`config.mk`:
```
export PLATFORM = sky130hd
export DESIGN_NAME = desc_chain_walker
export DESIGN_NICKNAME = d
export VERILOG_FILES = /design/src/rtl/dcw_pkg.sv /design/src/rtl/dcw_flag_merge.sv /design/src/rtl/dcw_head_ctl.sv /design/src/rtl/dcw_walk_fsm.sv /design/src/rtl/desc_chain_walker.sv
export SDC_FILE = /design/constraint.sdc
export NUM_CORES = 1
export LEC_CHECK = 0
export ABC_AREA = 0
export BUFFER_PORTS_ARGS = -buffer_cell sky130_fd_sc_hd__buf_2
export CAP_MARGIN = 40
export CORE_UTILIZATION = 50
export DETAILED_ROUTE_END_ITERATION = 16
export GPL_TIMING_DRIVEN = 0
export HOLD_SLACK_MARGIN = 0.15
export PLACE_DENSITY = 0.82
export SYNTH_ARGS = -nofsm -noshare
export SYNTH_HDL_FRONTEND = slang
export SYNTH_SLANG_ARGS = --single-unit
```
`constraint.sdc`:
```
create_clock -name clk -period 4.44 [get_ports clk]
set_input_delay 0.222 -clock clk [delete_from_list [all_inputs] [get_ports clk]]
set_output_delay 0.222 -clock clk [all_outputs]
set_load 0.02 [all_outputs]
```
`src/rtl/dcw_pkg.sv`:
```
`timescale 1ns/1ps
package dcw_pkg;

   // word offsets inside one descriptor
   localparam int OFS_NEXT = 0;
   localparam int OFS_BUF  = 1;
   localparam int OFS_LEN  = 2;
   localparam int OFS_FLG  = 3;

   typedef enum logic [2:0] {
      ST_IDLE,
      ST_RD_BUF,
      ST_RD_LEN,
      ST_RD_FLG,
      ST_GET_FLG,
      ST_XFER,
      ST_RD_NXT,
      ST_WB
   } walk_st_e;

endpackage

```
`src/rtl/dcw_flag_merge.sv`:
```
`timescale 1ns/1ps
module dcw_flag_merge #(
   parameter int DATA_W  = 32,
   parameter int EOP_BIT = 1,
   parameter int OWN_BIT = 2,
   parameter int EOQ_BIT = 3
) (
   input  logic [DATA_W-1:0] flags_in,
   input  logic              tail_null,
   output logic [DATA_W-1:0] flags_out
);

   localparam logic [DATA_W-1:0] OWN_M  = DATA_W'(1) << OWN_BIT;
   localparam logic [DATA_W-1:0] EOQ_M  = DATA_W'(1) << EOQ_BIT;
   localparam logic [DATA_W-1:0] KEEP_M = ~(OWN_M | EOQ_M);

   logic mark_eoq;

   // end-of-chain only on a packet's last descriptor whose link is null
   assign mark_eoq  = flags_in[EOP_BIT] & tail_null;
   assign flags_out = (flags_in & KEEP_M) | (mark_eoq ? EOQ_M : '0);

endmodule

```
`src/rtl/dcw_head_ctl.sv`:
```
`timescale 1ns/1ps
module dcw_head_ctl #(
   parameter int ADDR_W = 16
) (
   input  logic              clk,
   input  logic              rst_n,
   input  logic              hp_we,
   input  logic [ADDR_W-1:0] hp_wdata,
   input  logic              busy,
   input  logic [ADDR_W-1:0] cur_addr,
   output logic              start,
   output logic [ADDR_W-1:0] start_addr,
   output logic [ADDR_W-1:0] hp_rdata,
   output logic              proto_err
);

   assign start      = hp_we && !busy && (hp_wdata != '0);
   assign start_addr = hp_wdata;
   assign hp_rdata   = busy ? cur_addr : '0;

   always_ff @(posedge clk or negedge rst_n) begin
      if (!rst_n)             proto_err <= 1'b0;
      else if (hp_we && busy) proto_err <= 1'b1;
   end

   AST_START_WALK: assert property (@(posedge clk) disable iff (!rst_n)
      hp_we && !busy && (hp_wdata != '0) |=> busy && (cur_addr == $past(hp_wdata)));

   AST_ZERO_HEAD_IDLE: assert property (@(posedge clk) disable iff (!rst_n)
      hp_we && !busy && (hp_wdata == '0) && !proto_err |=> !busy && !proto_err);

   AST_BUSY_WRITE_ERR: assert property (@(posedge clk) disable iff (!rst_n)
      hp_we && busy |=> proto_err);

   AST_ERR_STICKY: assert property (@(posedge clk) disable iff (!rst_n)
      proto_err |=> proto_err);

endmodule

```
`src/rtl/dcw_walk_fsm.sv`:
```
`timescale 1ns/1ps
module dcw_walk_fsm
   import dcw_pkg::*;
#(
   parameter int ADDR_W  = 16,
   parameter int DATA_W  = 32,
   parameter int SOP_BIT = 0,
   parameter int EOP_BIT = 1,
   parameter int OWN_BIT = 2,
   parameter int EOQ_BIT = 3
) (
   input  logic              clk,
   input  logic              rst_n,
   input  logic              start,
   input  logic [ADDR_W-1:0] start_addr,
   output logic              busy,
   output logic [ADDR_W-1:0] cur_addr,
   output logic              mem_req,
   output logic              mem_we,
   output logic [ADDR_W-1:0] mem_addr,
   output logic [DATA_W-1:0] mem_wdata,
   input  logic [DATA_W-1:0] mem_rdata,
   output logic              buf_req,
   output logic [DATA_W-1:0] buf_addr,
   output logic [DATA_W-1:0] buf_len,
   output logic              buf_sop,
   output logic              buf_eop,
   input  logic              buf_done,
   output logic              cmpl_pulse,
   output logic [ADDR_W-1:0] cmpl_addr
);

   localparam logic [ADDR_W-1:0] A_NEXT = ADDR_W'(OFS_NEXT);
   localparam logic [ADDR_W-1:0] A_BUF  = ADDR_W'(OFS_BUF);
   localparam logic [ADDR_W-1:0] A_LEN  = ADDR_W'(OFS_LEN);
   localparam logic [ADDR_W-1:0] A_FLG  = ADDR_W'(OFS_FLG);

   walk_st_e          st_q, st_d;
   logic [ADDR_W-1:0] cur_q;
   logic [DATA_W-1:0] bptr_q, blen_q, flg_q;
   logic [DATA_W-1:0] flg_wb;
   logic              nxt_null;

   // in ST_WB the read data is the freshly re-read link word
   assign nxt_null = (mem_rdata == '0);

   dcw_flag_merge #(
      .DATA_W (DATA_W),
      .EOP_BIT(EOP_BIT),
      .OWN_BIT(OWN_BIT),
      .EOQ_BIT(EOQ_BIT)
   ) i_merge (
      .flags_in (flg_q),
      .tail_null(nxt_null),
      .flags_out(flg_wb)
   );

   always_ff @(posedge clk or negedge rst_n) begin
      if (!rst_n) begin
         st_q   <= ST_IDLE;
         cur_q  <= '0;
         bptr_q <= '0;
         blen_q <= '0;
         flg_q  <= '0;
      end else begin
         st_q <= st_d;
         unique case (st_q)
            ST_IDLE:    if (start) cur_q <= start_addr;
            ST_RD_LEN:  bptr_q <= mem_rdata;
            ST_RD_FLG:  blen_q <= mem_rdata;
            ST_GET_FLG: flg_q  <= mem_rdata;
            ST_WB:      if (!nxt_null) cur_q <= mem_rdata[ADDR_W-1:0];
            default:    ;
         endcase
      end
   end

   always_comb begin
      st_d       = st_q;
      mem_req    = 1'b0;
      mem_we     = 1'b0;
      mem_addr   = cur_q;
      mem_wdata  = '0;
      buf_req    = 1'b0;
      cmpl_pulse = 1'b0;
      unique case (st_q)
         ST_IDLE:    if (start) st_d = ST_RD_BUF;
         ST_RD_BUF:  begin mem_req = 1'b1; mem_addr = cur_q + A_BUF; st_d = ST_RD_LEN; end
         ST_RD_LEN:  begin mem_req = 1'b1; mem_addr = cur_q + A_LEN; st_d = ST_RD_FLG; end
         ST_RD_FLG:  begin mem_req = 1'b1; mem_addr = cur_q + A_FLG; st_d = ST_GET_FLG; end
         ST_GET_FLG: st_d = ST_XFER;
         ST_XFER: begin
            buf_req = 1'b1;
            if (buf_done) st_d = ST_RD_NXT;
         end
         ST_RD_NXT:  begin mem_req = 1'b1; mem_addr = cur_q + A_NEXT; st_d = ST_WB; end
         ST_WB: begin
            mem_req    = 1'b1;
            mem_we     = 1'b1;
            mem_addr   = cur_q + A_FLG;
            mem_wdata  = flg_wb;
            cmpl_pulse = 1'b1;
            st_d       = nxt_null ? ST_IDLE : ST_RD_BUF;
         end
         default:    st_d = ST_IDLE;
      endcase
   end

   assign busy      = (st_q != ST_IDLE);
   assign cur_addr  = cur_q;
   assign cmpl_addr = cur_q;
   assign buf_addr  = bptr_q;
   assign buf_len   = blen_q;
   assign buf_sop   = flg_q[SOP_BIT];
   assign buf_eop   = flg_q[EOP_BIT];

   AST_XFER_HOLD: assert property (@(posedge clk) disable iff (!rst_n)
      buf_req && !buf_done |=> buf_req && $stable(buf_addr) && $stable(buf_len));

   AST_LINK_REREAD: assert property (@(posedge clk) disable iff (!rst_n)
      cmpl_pulse |-> $past(mem_req && !mem_we && (mem_addr == cmpl_addr)));

   AST_EOQ_NULL_ONLY: assert property (@(posedge clk) disable iff (!rst_n)
      mem_we && mem_wdata[EOQ_BIT] |-> (mem_rdata == '0));

   AST_OWN_CLEARED: assert property (@(posedge clk) disable iff (!rst_n)
      mem_we |-> !mem_wdata[OWN_BIT]);

   AST_CMPL_WITH_WB: assert property (@(posedge clk) disable iff (!rst_n)
      cmpl_pulse |-> mem_we && (mem_addr == cmpl_addr + A_FLG));

   AST_CMPL_SINGLE: assert property (@(posedge clk) disable iff (!rst_n)
      cmpl_pulse |=> !cmpl_pulse);

   AST_STOP_ON_NULL: assert property (@(posedge clk) disable iff (!rst_n)
      cmpl_pulse && (mem_rdata == '0) |=> !busy);

endmodule

```
`src/rtl/desc_chain_walker.sv`:
```
`timescale 1ns/1ps
module desc_chain_walker #(
   parameter int ADDR_W  = 16,
   parameter int DATA_W  = 32,
   parameter int SOP_BIT = 0,
   parameter int EOP_BIT = 1,
   parameter int OWN_BIT = 2,
   parameter int EOQ_BIT = 3
) (
   input  logic              clk,
   input  logic              rst_n,
   input  logic              hp_we,
   input  logic [ADDR_W-1:0] hp_wdata,
   output logic [ADDR_W-1:0] hp_rdata,
   output logic              chan_busy,
   output logic              proto_err,
   output logic              mem_req,
   output logic              mem_we,
   output logic [ADDR_W-1:0] mem_addr,
   output logic [DATA_W-1:0] mem_wdata,
   input  logic [DATA_W-1:0] mem_rdata,
   output logic              buf_req,
   output logic [DATA_W-1:0] buf_addr,
   output logic [DATA_W-1:0] buf_len,
   output logic              buf_sop,
   output logic              buf_eop,
   input  logic              buf_done,
   output logic              cmpl_pulse,
   output logic [ADDR_W-1:0] cmpl_addr
);

   initial begin
      assert (ADDR_W >= 2 && ADDR_W <= DATA_W)
         else $error("ADDR_W must lie between 2 and DATA_W");
      assert (SOP_BIT < DATA_W && EOP_BIT < DATA_W && OWN_BIT < DATA_W && EOQ_BIT < DATA_W)
         else $error("flag bit positions must fit in DATA_W");
      assert (SOP_BIT != EOP_BIT && SOP_BIT != OWN_BIT && SOP_BIT != EOQ_BIT &&
              EOP_BIT != OWN_BIT && EOP_BIT != EOQ_BIT && OWN_BIT != EOQ_BIT)
         else $error("flag bit positions must be distinct");
   end

   logic              busy;
   logic [ADDR_W-1:0] cur_addr;
   logic              start;
   logic [ADDR_W-1:0] start_addr;

   dcw_head_ctl #(.ADDR_W(ADDR_W)) i_head (
      .clk       (clk),
      .rst_n     (rst_n),
      .hp_we     (hp_we),
      .hp_wdata  (hp_wdata),
      .busy      (busy),
      .cur_addr  (cur_addr),
      .start     (start),
      .start_addr(start_addr),
      .hp_rdata  (hp_rdata),
      .proto_err (proto_err)
   );

   dcw_walk_fsm #(
      .ADDR_W (ADDR_W),
      .DATA_W (DATA_W),
      .SOP_BIT(SOP_BIT),
      .EOP_BIT(EOP_BIT),
      .OWN_BIT(OWN_BIT),
      .EOQ_BIT(EOQ_BIT)
   ) i_walk (
      .clk       (clk),
      .rst_n     (rst_n),
      .start     (start),
      .start_addr(start_addr),
      .busy      (busy),
      .cur_addr  (cur_addr),
      .mem_req   (mem_req),
      .mem_we    (mem_we),
      .mem_addr  (mem_addr),
      .mem_wdata (mem_wdata),
      .mem_rdata (mem_rdata),
      .buf_req   (buf_req),
      .buf_addr  (buf_addr),
      .buf_len   (buf_len),
      .buf_sop   (buf_sop),
      .buf_eop   (buf_eop),
      .buf_done  (buf_done),
      .cmpl_pulse(cmpl_pulse),
      .cmpl_addr (cmpl_addr)
   );

   assign chan_busy = busy;

endmodule

```
# Yosys cells after proc, flatten, opt, wreduce, memory -nomap -nowiden
# Index checks and enable logic that the tools add are counted.
# totals
wordCells	48
output_inout_bits	152
register_bits	116
# classes
reduce_logical	13
n_bitwise	2
eq_ne	10
muxes	14
n_addsub	3
# ops
operator	n
two-way mux 16 bit	3
case mux 16 bit (3 select lines)	1
adder 16 x 2 -> 16 bit, second input constant	2
zero test 32 bit	1
two-way mux 32 bit	1
OR 32 bit	1
case mux 16 bit (2 select lines)	1
case mux 3 bit (8 select lines)	1
adder 16 x 1 -> 16 bit, second input constant	1
nonzero test 16 bit	1
== test 3 bit, second input constant	4
== test 3 x 2 -> 1 bit, second input constant	2
two-way mux 3 bit	2
!= test 2 bit, second input constant	3
OR reduction 5 bit	1
two-way mux 1 bit	4
two-way mux 4 bit	1
== test 3 x 1 -> 1 bit, second input constant	1
logical AND 1 bit	3
zero test 3 bit	1
AND reduction 3 bit	1
nonzero test 3 bit	1
AND reduction 2 bit	1
nonzero test 2 bit	1
3 further kinds	3

# Logic depth before layout (Yosys ltp)
# depth
word_depth	6
mapped_depth	8

# Cells and area by module
# From an unflattened synthesis, not the netlist that was laid out.
# hier_totals
hier_cells	492
hier_area_um2	5978.2
# modules_own_cells
mod	cells_each	n_inst	area_each_um2
dcw_walk_fsm	417	1	5424.0
dcw_head_ctl	41	1	304.0
dcw_flag_merge	34	1	250.2

# Worst setup path before layout
# No wires, ideal clock.
# synth_timing
path_type	register to output
startpoint	reg i_walk.cur_q[1], in the netlist i_walk.cmpl_addr[1]
endpoint	out mem_addr[10]
path_stages_with_launch	7
arrival_ps	2084
path_slack_ps	2134
t_required_ps	4218
cell_sequence	dfrtp_1 inv_1 fa_1 inv_1 a32o_2 nand3_1 o31ai_1
# synth_between
elab_chain_cells	2
elab_cells_between_ends	4
classes_between	add/sub (3); mux (1)
# synth_lines
element	line_no	rtl
start: declaration	dcw_walk_fsm.sv:39	logic [ADDR_W-1:0] cur_q;
start signal: assignment	dcw_walk_fsm.sv:68	ST_IDLE: if (start) cur_q <= start_addr;
start signal: assignment	dcw_walk_fsm.sv:72	ST_WB: if (!nxt_null) cur_q <= mem_rdata[ADDR_W-1:0];
adder 16 x 2 -> 16 bit, or another cell as far along	dcw_walk_fsm.sv:90, dcw_walk_fsm.sv:100	
case mux 16 bit (3 select lines) (*)	dcw_walk_fsm.sv:86	unique case (st_q)
end: declaration	desc_chain_walker.sv:19	output logic [ADDR_W-1:0] mem_addr,
# Mark *: on every way between the ends. The rest lies on a longest branch, timed or not.

# Final worst setup path
# layout_timing
startpoint	reg i_walk.st_q[1]
endpoint	out mem_addr[13]
# layout_between
elab_chain_cells	3
elab_cells_between_ends	6
classes_between	eq/ne (4); mux (1); reduce/logical (1)
# layout_lines
element	line_no	rtl
start: declaration	dcw_walk_fsm.sv:38	walk_st_e st_q, st_d;
start signal: assignment	dcw_walk_fsm.sv:66	st_q <= st_d;
== test 3 x 2 -> 1 bit or == test 3 bit (tied branches)	dcw_walk_fsm.sv:86	
OR reduction 2 bit (no line)	--	
case mux 16 bit (3 select lines) (*)	dcw_walk_fsm.sv:86	
# Marked as above.

==> out/metrics.cfg <==
[outcome]
outcome=completed

[clocking]
clk_path_buf_depth=2
cts_root_buf=clkbuf_8
clock_latency_ns=0.50
path_clk_slew_ns=0.05
tritoncts=done
post-cts-setup-buffer-count=0
cts_buffers=17
htree_levels=4
cts.sinks=114

[setup_path]
critPathKind=reg2out
start_kind=flip-flop
path_max_fanout=9
end_kind=output port
cp_data_required_time_ns=4.22
r2r_setup_slack_ns=2.23
crit_arrival_ns=2.83

[yosys]
yosys_warnings=0
synth_edf_count=0
synthFlopType=dfrtp_1
syn-num-nets=470
yosys-top-cells-area=dfrtp_1 53%, mux2_2 24%, and2_1 5.1%, mux2_4 2.0%, nor4_1 1.4%
synth_most_common_cell=dfrtp_1
synth_top_area_share_pct=53.0
ys_ff_latch=114
synthArstFlopShare_pct=100
yosysSeqAreaShare_pct=53.0
synth_largest_area_cell=dfrtp_1
ys_top_cells_by_count=114 x dfrtp_1, 113 x mux2_2, 44 x and2_1
syn_inst=415
synth_cell_types=45
synth.cell_area_um2=5380
synth_area_per_cell_um2=13.0

[power]
power_uw=6420
p_leak_uw=0.00366
vdd_drop_max_mv=0.459
power_density_nw_per_um2=839

[timing]
worst_slew_pin_slew_ns=0.789
hold_violations=0
worst_clock_skew_ns=0.00796
setup_tns_ns=0
fin_crit_ns=3.05
rsz0062_at_grt=false
max_slew_margin_pct=47.0
post-route-period-util_pct=68.8
report.final.slew_viol_count=0
whs_ns=0.299
finalSetupViolCount=0
fmax_ghz=0.327

[detailed_routing]
wl_per_cell_um=18.9
drcViolationCount=0
wl_um=15800
first_iter_violations=221
ant_nets=0
via_per_inst=5.32
firstDrtPassIters=4
vias=4450

[placement]
port_buffers=202
place_congestion=0.937
hpwl_um=11100
placed_cells=754

[grt]
grt_overflow=0
antenna_found_initial=0
grt_max_degree=65
grt_pass1_vias=4712
grt_pass1_wl_um=25000
grtUsageTotal_pct=29.6

[finish]
layout.nets=744
drive_gt1_share_pct=53.6
n_fill_cell=696
synthToLayoutAreaGrowth_pct=42.2
diodes=0
fin_cells=836

[job]
cap_violations=0

[floorplanning]
die_h_um=106
core_area_um2=10400
initial_core_util_pct=51.9
fp.dieW_um=106
die_area_um2=11200
core.rowCount=37
pin_count=204

[hold_path]
min_path_type=in2async

[flip-flops by register name (all words and copies together), names as in the netlist]
signal and flops:
i_head.proto_err 1, i_walk.st_q 3, i_walk.buf_len 32, i_walk.buf_addr 32, i_walk.cmpl_addr 16, i_walk.flg_q 30
[area by class of cell]
| class | instances | area (um2) | share of cell area (%) |
|---|---|---|---|
| flip-flops and latches | 114 | 2850 | 37.3 |
| multi-input cells | 268 | 2370 | 31.0 |
| repair buffers | 255 | 1560 | 20.4 |
| clock buffers | 25 | 484 | 6.33 |
| well taps | 136 | 170 | 2.22 |
| plain buffers | 22 | 118 | 1.54 |
| clock inverters | 5 | 52.6 | 0.687 |
| inverters | 11 | 41.3 | 0.540 |
[power breakdown]
group,switching (uW),total [uW],internal [uW]
registers,369,1950,1580
clock network,437,1230,791
logic,1850,3230,1390
[final timing paths]
| check | to | cells after the start | startpoint |
|---|---|---|---|
| max | mem_addr[13] | 9 | i_walk.st_q[1]$_DFFE_PN0P_ |
| min | i_walk.buf_addr[20]$_DFFE_PN0P_ | 2 | rst_n |
| max reg2reg | i_walk.cmpl_addr[11]$_DFFE_PN0P_ | 5 | i_walk.st_q[1]$_DFFE_PN0P_ |
| min reg2reg | i_head.proto_err$_DFFE_PN0P_ | 1 | i_head.proto_err$_DFFE_PN0P_ |
| max in group asynchronous | i_walk.flg_q[21]$_DFFE_PN0P_ | 3 | rst_n |
| min in group clk | i_head.proto_err$_DFFE_PN0P_ | 1 | i_head.proto_err$_DFFE_PN0P_ |
[cells in the final DEF (no fill, tap or decap), types with 3 or more instances in the layout]
| cell type | count |
|---|---|
| and2_1 | 44 |
| a21oi_1 | 3 |
| and3_1 | 3 |
| mux2i_1 | 6 |
| buf_2 | 214 |
| mux2_4 | 7 |
| xnor2_1 | 7 |
| mux2_2 | 113 |
| xor2_1 | 4 |
| inv_1 | 9 |
| dlygate4sd3_1 | 52 |
| o21ai_0 | 8 |
| nand3_1 | 3 |
| clkinv_2 | 3 |
| nand4_1 | 4 |
| nor2_1 | 10 |
| clkbuf_16 | 16 |
| nand2_1 | 11 |
| clkbuf_8 | 5 |
| buf_4 | 4 |
| nor4_1 | 12 |
| clkbuf_1 | 9 |
| nor3_1 | 3 |
| dfrtp_1 | 114 |
| o31ai_1 | 3 |
[per-stage QoR]
step	area, um2	worst slack (ns)	util (%)
floorplan	5380	2.13	-
global placement	6560	1.90	63.3
detailed placement	6590	1.94	63.6
CTS	7650	1.39	73.8
global route	7650	1.21	73.8
finish	7650	1.39	73.8
[logic make-up after synthesis]
family          after synthesis  synth area share (%)
buf+inv                      33                  2.95
fa+ha+maj                     4                  1.02
simple gates                101                  11.2
other cells                   1                0.0697
flops                       114                  53.0
mux                         126                  26.7
compound gates               25                  3.19
xor+xnor                     11                  1.79
[worst max-delay path, cell delays in order, from the launching register on]
cell	delay, ns
dfrtp_1	0.47
nand2_2	0.15
inv_2	0.07
ha_1	0.28
a21o_1	0.19
a41oi_1	0.47
nand3b_1	0.24
o21ai_0	0.13
o31ai_1	0.11
buf_2	0.22
[timing repair]
item,CTS,global route
hold endpoints to repair,163,0
hold buffers,52,0
gates resized for setup,0,0
[routing by layer]
layer | routed length (um) | vias to the layer above | track usage, %
met4 | 286 | 0 | 10.2
li1 | - | 2013 | -
met5 | 0 | - | 0
met3 | 1120 | 30 | 8.29
met1 | 6350 | 2205 | 35.9
met2 | 8010 | 202 | 50.7
Note: power is estimated with default switching activity, not from simulation.
